File: src/rtl/decim_pkg.sv
`timescale 1ns/1ps
package decim_pkg;

    // Ratio field width; must hold the largest denominator (17)
    localparam int RATIO_W = 5;

    typedef enum logic [1:0] {
        MODE_FULL  = 2'd0,
        MODE_13_15 = 2'd1,
        MODE_9_11  = 2'd2,
        MODE_12_17 = 2'd3
    } decim_mode_t;

    typedef enum logic {
        ST_IDLE = 1'b0,
        ST_LINE = 1'b1
    } decim_state_t;

endpackage

File: src/rtl/decim_ratio_sel.sv
`timescale 1ns/1ps
module decim_ratio_sel
    import decim_pkg::*;
#(
    parameter int W = RATIO_W
) (
    input  logic [1:0]   mode,
    output logic [W-1:0] num,
    output logic [W-1:0] den
);
    decim_mode_t m;

    always_comb begin
        m = decim_mode_t'(mode);
        unique case (m)
            MODE_FULL:  begin num = W'(1);  den = W'(1);  end
            MODE_13_15: begin num = W'(13); den = W'(15); end
            MODE_9_11:  begin num = W'(9);  den = W'(11); end
            MODE_12_17: begin num = W'(12); den = W'(17); end
            default:    begin num = W'(1);  den = W'(1);  end
        endcase
    end
endmodule

File: src/rtl/decim_accum.sv
`timescale 1ns/1ps
module decim_accum #(
    parameter int W = 5
) (
    input  logic         clk,
    input  logic         rst_n,
    input  logic         step,
    input  logic         clear,
    input  logic [W-1:0] num_new,
    input  logic [W-1:0] den_new,
    output logic         keep
);
    logic [W-1:0] num_q, den_q, acc_q;
    logic [W-1:0] num_u, den_u, base;
    logic [W:0]   sum, rem;

    // Ratio is taken on a clearing step and held until the next one
    always_comb begin
        num_u = clear ? num_new : num_q;
        den_u = clear ? den_new : den_q;
        base  = clear ? '0 : acc_q;
        sum   = {1'b0, base} + {1'b0, num_u};
        keep  = step && (sum >= {1'b0, den_u});
        rem   = keep ? (sum - {1'b0, den_u}) : sum;
    end

    always_ff @(posedge clk) begin
        if (!rst_n) begin
            num_q <= W'(1);
            den_q <= W'(1);
            acc_q <= '0;
        end else if (step) begin
            if (clear) begin
                num_q <= num_new;
                den_q <= den_new;
            end
            acc_q <= rem[W-1:0];
        end
    end

    // Independent per-period keep counter guarding the accumulator
    logic [W:0] pcnt, kcnt, pc, kc, kdone_q;
    logic       done_q;

    always_comb begin
        pc = (clear ? '0 : pcnt) + (W+1)'(1);
        kc = (clear ? '0 : kcnt) + {{W{1'b0}}, keep};
    end

    always_ff @(posedge clk) begin
        if (!rst_n) begin
            pcnt    <= '0;
            kcnt    <= '0;
            done_q  <= 1'b0;
            kdone_q <= '0;
        end else if (step) begin
            if (pc == {1'b0, den_u}) begin
                pcnt    <= '0;
                kcnt    <= '0;
                done_q  <= 1'b1;
                kdone_q <= kc;
            end else begin
                pcnt    <= pc;
                kcnt    <= kc;
                done_q  <= 1'b0;
            end
        end else begin
            done_q <= 1'b0;
        end
    end


    per_count_chk: assert property (@(posedge clk) disable iff (!rst_n)
        done_q |-> (kdone_q == {1'b0, num_q}));


    no_overflow_chk: assert property (@(posedge clk) disable iff (!rst_n)
        acc_q < den_q);
endmodule

File: src/rtl/line_decimator.sv
`timescale 1ns/1ps
module line_decimator
    import decim_pkg::*;
#(
    parameter int DATA_W = 8
) (
    input  logic              clk,
    input  logic              rst_n,
    input  logic              in_valid,
    input  logic              in_sol,
    input  logic              in_sof,
    input  logic [DATA_W-1:0] in_data,
    input  logic [1:0]        mode_sel,
    output logic              out_valid,
    output logic              out_sol,
    output logic              out_line_keep,
    output logic [DATA_W-1:0] out_data
);
    localparam int RW = RATIO_W;

    decim_state_t      state_q, state_d;
    logic              line_start, frame_start, pix_step;
    logic              pix_keep, line_keep_c, line_keep_q, line_keep_now;
    logic              first_pend_q;
    logic [RW-1:0]     sel_num, sel_den;

    assign line_start  = in_valid && in_sol;
    assign frame_start = line_start && in_sof;

    decim_ratio_sel #(.W(RW)) u_ratio (
        .mode (mode_sel),
        .num  (sel_num),
        .den  (sel_den)
    );

    // Controller: idle_to_line on first line start, line_restart afterwards
    always_comb begin
        state_d  = state_q;
        pix_step = 1'b0;
        unique case (state_q)
            ST_IDLE: begin
                pix_step = line_start;
                if (line_start) state_d = ST_LINE;
            end
            ST_LINE: begin
                pix_step = in_valid;
            end
            default: state_d = ST_IDLE;
        endcase
    end

    always_ff @(posedge clk) begin
        if (!rst_n) state_q <= ST_IDLE;
        else        state_q <= state_d;
    end

    decim_accum #(.W(RW)) u_pix_acc (
        .clk     (clk),
        .rst_n   (rst_n),
        .step    (pix_step),
        .clear   (line_start),
        .num_new (sel_num),
        .den_new (sel_den),
        .keep    (pix_keep)
    );

    decim_accum #(.W(RW)) u_line_acc (
        .clk     (clk),
        .rst_n   (rst_n),
        .step    (line_start),
        .clear   (frame_start),
        .num_new (sel_num),
        .den_new (sel_den),
        .keep    (line_keep_c)
    );

    assign line_keep_now = line_start ? line_keep_c : line_keep_q;

    // Output stage
    always_ff @(posedge clk) begin
        if (!rst_n) begin
            out_valid     <= 1'b0;
            out_sol       <= 1'b0;
            out_line_keep <= 1'b0;
            out_data      <= '0;
            line_keep_q   <= 1'b1;
            first_pend_q  <= 1'b0;
        end else begin
            out_valid <= pix_keep;
            out_sol   <= pix_keep && (line_start || first_pend_q);
            if (line_start) line_keep_q <= line_keep_c;
            if (pix_keep) begin
                out_data      <= in_data;
                out_line_keep <= line_keep_now;
                first_pend_q  <= 1'b0;
            end else begin
                out_line_keep <= 1'b0;
                if (line_start) first_pend_q <= 1'b1;
            end
        end
    end


    data_copy_chk: assert property (@(posedge clk) disable iff (!rst_n)
        out_valid |-> (out_data == $past(in_data)));


    idle_drop_chk: assert property (@(posedge clk) disable iff (!rst_n)
        !in_valid |=> !out_valid);


    sol_valid_chk: assert property (@(posedge clk) disable iff (!rst_n)
        out_sol |-> out_valid);


    presol_drop_chk: assert property (@(posedge clk) disable iff (!rst_n)
        (state_q == ST_IDLE && !line_start) |=> !out_valid);
endmodule

File: config.mk
export PLATFORM = sky130hd
export DESIGN_NAME = line_decimator
export DESIGN_NICKNAME = d
export VERILOG_FILES = /design/src/rtl/decim_pkg.sv /design/src/rtl/decim_ratio_sel.sv /design/src/rtl/decim_accum.sv /design/src/rtl/line_decimator.sv
export SDC_FILE = /design/constraint.sdc
export NUM_CORES = 1
export LEC_CHECK = 0
export BUFFER_PORTS_ARGS = -buffer_cell sky130_fd_sc_hd__buf_2
export CORE_MARGIN = 5
export CORE_UTILIZATION = 29
export CTS_BUF_LIST = sky130_fd_sc_hd__clkbuf_4 sky130_fd_sc_hd__clkbuf_8
export DETAILED_ROUTE_END_ITERATION = 7
export GPL_TIMING_DRIVEN = 0
export SLEW_MARGIN = 20
export SYNTH_ARGS = -nofsm -noshare
export SYNTH_HDL_FRONTEND = slang
export SYNTH_HIERARCHICAL = 1
export SYNTH_SLANG_ARGS = --single-unit
File: constraint.sdc
create_clock -name clk -period 6.93 [get_ports clk]
set_clock_uncertainty 0.15 [all_clocks]
set_input_delay 0.693 -clock clk [delete_from_list [all_inputs] [get_ports clk]]
set_output_delay 0.693 -clock clk [all_outputs]
set_load 0.02 [all_outputs]
Word level (Yosys, flattened, before mapping)
Index checks and enable logic that the tools add are counted.

Register bits: 44. Input bits: 15. Output and inout bits: 11. Word-level logic and storage cells: 47.

Add/sub/neg operators: 4. $lt $le $gt $ge: 2. Eq/ne operators: 3. Multiplexer cells: 14. Bitwise logic cells: 2. Reductions and logical operators: 9.

Operators by type and width (count): 5-bit 2-to-1 mux (8); 5-bit case mux with 4 select lines (2); 5-bit by 5-bit adder with 6-bit output (2); 6-bit by 5-bit greater-or-equal comparator with 1-bit output (2); 5-bit subtractor (2); 1-bit logical AND (5); 2-bit == test (second input constant) (2); 1-bit 2-to-1 mux (3); 2-bit by 1-bit == test with 1-bit output (second input constant) (1); 2-bit zero test (1); 1-bit inverter (2); 1-bit case mux with 2 select lines (1); 2-bit AND reduction (1); 2-bit OR reduction (1); 1-bit logical OR (1).

Longest topological paths before layout
Depth after elaboration: 7. Depth in mapped cells: 17. Depth with buffers taken out: 15.

Hierarchy
Netlist, hierarchy kept.

Modules (own cells, without submodules): decim_accum (u_line_acc) (instances 1, cells an instance 117, area an instance 1091.0 um2, seq. area each 300.3 um2); decim_accum (u_pix_acc) (instances 1, cells an instance 117, area an instance 1086.0 um2, seq. area each 300.3 um2); line_decimator (instances 1, cells an instance 45, area an instance 503.0 um2, seq. area each 280.3 um2); decim_ratio_sel (instances 1, cells an instance 15, area an instance 112.6 um2, seq. area each 0.0 um2).

Worst setup path before layout
No wires, ideal clock.

Path kind: in2reg. From: input port in_valid. To: register out_data[0]. Setup time: 0.116 ns. Arrival time: 4.451 ns. Required time: 6.664 ns. Slack: 2.213 ns. Cell stages on the path: 17. Buffers on the path: 3. Cells stage by stage: and2_1 -> clkbuf_1 -> clkbuf_1 -> mux2i_1 -> inv_1 -> ha_1 -> a211oi_1 -> nor2_1 -> xor2_1 -> ha_1 -> and3_1 -> a311o_1 -> a211oi_4 -> and2b_2 -> buf_6 -> mux2i_1 -> nor2b_1.

Longest elaborated chain between the ends: 5. Elaborated cells between the ends (all ways): 8. Classes of those cells: add/sub (1); order compare (1); mux (4); reduce/logical (2).

RTL lines: start, declared (RTL line line_decimator.sv:9) `input logic in_valid,`; 1-bit logical AND (RTL line line_decimator.sv:27) `assign line_start = in_valid && in_sol;`; 5-bit 2-to-1 mux; net u_pix_acc.num_u[1] (RTL line decim_accum.sv:14) `logic [W-1:0] num_u, den_u, base;`; 5-bit by 5-bit adder with 6-bit output (RTL line decim_accum.sv:22) `sum = {1'b0, base} + {1'b0, num_u};`; 6-bit by 5-bit greater-or-equal comparator with 1-bit output (RTL line decim_accum.sv:23) `keep = step && (sum >= {1'b0, den_u});`; 1-bit logical AND (RTL line decim_accum.sv:23); net pix_keep (RTL line line_decimator.sv:23) `logic pix_keep, line_keep_c, line_keep_q, line_keep_now;`; end signal, assigned (RTL line line_decimator.sv:93) `out_data <= in_data;`; end, declared (RTL line line_decimator.sv:17) `output logic [DATA_W-1:0] out_data`.

The timed path passes the listed nets, and every way through them passes these cells. A chain may end at the register's enable or synchronous reset.

Worst setup path after layout
From: input port in_valid. To: register out_data[4].

Longest elaborated chain between the ends: 5. Elaborated cells between the ends (all ways): 8. Classes of those cells: add/sub (1); order compare (1); mux (4); reduce/logical (2).

RTL lines: 1-bit logical AND (RTL line line_decimator.sv:27); net line_start (RTL line line_decimator.sv:22) `logic line_start, frame_start, pix_step;`; 5-bit 2-to-1 mux; net u_pix_acc.num_u[1] (RTL line decim_accum.sv:14); 5-bit by 5-bit adder with 6-bit output (RTL line decim_accum.sv:22); 6-bit by 5-bit greater-or-equal comparator with 1-bit output (RTL line decim_accum.sv:23); 1-bit logical AND (RTL line decim_accum.sv:23); net pix_keep (RTL line line_decimator.sv:23).

The timed path passes the listed nets, and every way through them passes these cells.

==> reports/metrics.yaml <==
dpl.hpwl_um: 4350
synth-seq-cells: 44
relSlewSlack_pct: 59.8
cp-end-kind: "register"
ir_drop_uv: 79.1
postRouteAntennaNets: 0
start_util_pct: 29.9
postSynthCellCount: 294
slowest_stage: "clkbuf_1"
register_area_um2: 881
setup_viol: 0
cts_setup_buffers: 0
nFillCells: 967
vias: 2102
yosysTopAreaCell: "dfxtp_1"
crit_buf_inv: 5
syn-cell-area_um2: 2790
status: "completed"
cts_tree: "built"
slew_violations: 0
htreeDepth: 2
grt_overflow_total: 0
synth-async-reset-ratio_pct: 0
drc: 0
ys_seq_area_share_pct: 31.5
cts_inserted_buffers: 5
stdcell_area_um2: 3200
finalHoldViolations: 0
critPathKind: "input port to register"
avgSynthCellArea_um2: 9.50
syn2layout_area_growth_pct: 14.5
path_cells: "buf_2 > and2_1 > clkbuf_1 > clkbuf_1 > mux2i_1 > inv_1 > ha_1 > a211oi_1 > nor2_1 > xor2_1 > ha_1 > and3_1 > a311o_1 > a211oi_4 > and2b_2 > buf_6 > mux2i_1 > nor2b_1"
synth.distinct_cells: 40
core-area_um2: 9330
clockRootBuffer: "clkbuf_8"
n_antenna_cell: 0
routedWlPerCell_um: 12.2
rows: 35
min_path_type: "register to register"
antenna_found_initial: 0
fin_crit_ns: 5.21
synth_edf_count: 0
insertion_delay_ns: 0.31
power_density_nw_per_um2: 249
ctsHoldBuffers: 0
ctsResizeCount: 0
dp_cells: 449
cts.sinks: 44
drive_gt1_share_pct: 17.4
slowest_delay_ns: 0.52
required_ns: 6.99
nets: 370
synth-main-ff-cell: "dfxtp_1"
num_io_pins: 26
drt_first_pass_iters: 4
cap_violations: 0
gp_congestion: 0.792
drtIter0Drc: 67
grt_usage_pct: 10.2
die_y_um: 108
path_delay_family: "buffers and inverters"
rsz0062_at_grt: "false"
wl_um: 5570
cts_buffer_depth: 2
grt_max_degree: 16
setup_tns_ns: 0
multi_input_area_um2: 1750
arrival_ns: 5.27
p_total_uw: 795
dieArea_um2: 11700
synth_top_area_share_pct: 31.5
leakage_nw: 1.45
synth_common_cells: "44 x dfxtp_1, 34 x mux2i_1, 24 x ha_1"
min_period_over_period_pct: 75.2
grt_first_pass_wirelength_um: 9580
start_kind: "input port"
clkTransAtPathRegs_ns: 0.09
ys_top_cells_by_area: "dfxtp_1 32%, mux2i_1 12%, ha_1 11%, nor2b_1 4.9%, mux2_2 4.0%"
grt_pass1_vias: 2070
ys_warn_count: 6
die_w_um: 108
tightest_slew_ns: 0.603
instances_no_fill: 457
cp_max_fo: 10
portBuffers: 25
max_clock_freq_mhz: 192
viasPerCell: 4.60
yosysMostFrequentCell: "dfxtp_1"
place_area_um2: 3080
## sequential cells by signal, summed over array words and instances (netlist names), 5 cells and up
name	cells
u_line_acc/num_q	5
u_line_acc/den_q	5
u_pix_acc/acc_q	5
u_pix_acc/den_q	5
u_pix_acc/num_q	5
out_data	8
u_line_acc/acc_q	5
## logic make-up (layout without fill, tap and decap cells)
logic type | after synthesis | count (layout) | share of synthesized area [%]
other | 2 | 3 | 0.269
multiplexers | 44 | 44 | 16.2
AND/OR/NAND/NOR | 75 | 75 | 14.3
buffers and inverters | 37 | 70 | 5.82
AO/OA/AOI/OAI | 52 | 52 | 14.4
adder cells (fa/ha/maj) | 28 | 28 | 13.6
flip-flops | 44 | 44 | 31.5
XOR/XNOR | 12 | 12 | 3.76
## worst reg2reg max path: stages, from the launching register on
cell,delay [ns]
dfxtp_1,0.32
mux2i_1,0.31
inv_1,0.09
ha_1,0.30
a211oi_1,0.32
nor2_1,0.11
xor2_1,0.17
ha_1,0.32
and3_1,0.19
a311o_1,0.38
a211oi_4,0.46
and2b_2,0.29
buf_6,0.15
mux2i_1,0.15
nor2b_1,0.06
## final timing paths
check	from	to	slack, ns	cells past startpoint
worst max-delay path	in_valid	out_data[4]	1.72	18
worst min-delay path	u_line_acc/num_q[0]	u_line_acc/num_q[0]	0.32	2
worst max register to register	u_pix_acc/num_q[1]	out_data[4]	3.06	14
worst min register to register	u_line_acc/num_q[0]	u_line_acc/num_q[0]	0.32	2
## cell usage in the layout, fill, tap and decap left out, drive strengths merged
| cell | instances |
|---|---|
| nand3 | 4 |
| nand2 | 17 |
| a311o | 2 |
| fa | 4 |
| a311oi | 2 |
| o211ai | 2 |
| a21bo | 1 |
| bufinv | 1 |
| ha | 24 |
| clkbuf | 17 |
| o21ai | 10 |
| nor2b | 22 |
| nand3b | 2 |
| a31oi | 2 |
| a211oi | 6 |
| a21o | 2 |
| nor3b | 3 |
| and3 | 3 |
| xnor2 | 4 |
| and2b | 2 |
| and2 | 1 |
| mux2 | 10 |
| o21ba | 1 |
| nor2 | 15 |
| a21oi | 10 |
| dfxtp | 44 |
| buf | 33 |
| nand2b | 4 |
| inv | 18 |
| xor2 | 8 |
| o21bai | 2 |
| nand4 | 2 |
| clkinvlp | 1 |
| mux2i | 34 |
| o21a | 2 |
| o211a | 10 |
| conb | 3 |
## where the power goes
group / internal, mW / leakage, nW / switching [mW]
clock network: 0.109 / 0.0548 / 0.0956
logic: 0.142 / 1.03 / 0.166
registers: 0.275 / 0.360 / 0.00880
total: 0.525 / 1.45 / 0.270
## layer usage
layer / global-route usage [%] / part of all wire [%] / vias to the layer above
met4: 2.89 / 1.1 / 0
li1: - / - / 1071
met1: 12.8 / 49 / 975
met3: 3.04 / 6.3 / 6
met5: 0 / 0 / -
met2: 17.0 / 43 / 50
## per-stage QoR
step	setup WS (ns)	hold WS (ns)	util (%)
after floorplan	2.21	0.274	-
after global placement	1.45	0.290	33.1
after detailed placement	1.41	0.309	33.1
after CTS	1.71	0.324	34.3
after global routing	1.37	0.345	34.3
final	1.72	0.325	34.3
## cell type report
| class | count | share of cell area (%) |
|---|---|---|
| Clock buffer | 5 | 2.15 |
| Multi-Input combinational cell | 214 | 54.8 |
| Sequential cell | 44 | 27.5 |
| Tap cell | 129 | 5.05 |
| Timing Repair Buffer | 25 | 3.91 |
| Inverter | 17 | 2.00 |
| Clock inverter | 3 | 1.45 |
| Buffer | 20 | 3.09 |
Power figures use the tool's default switching activity.
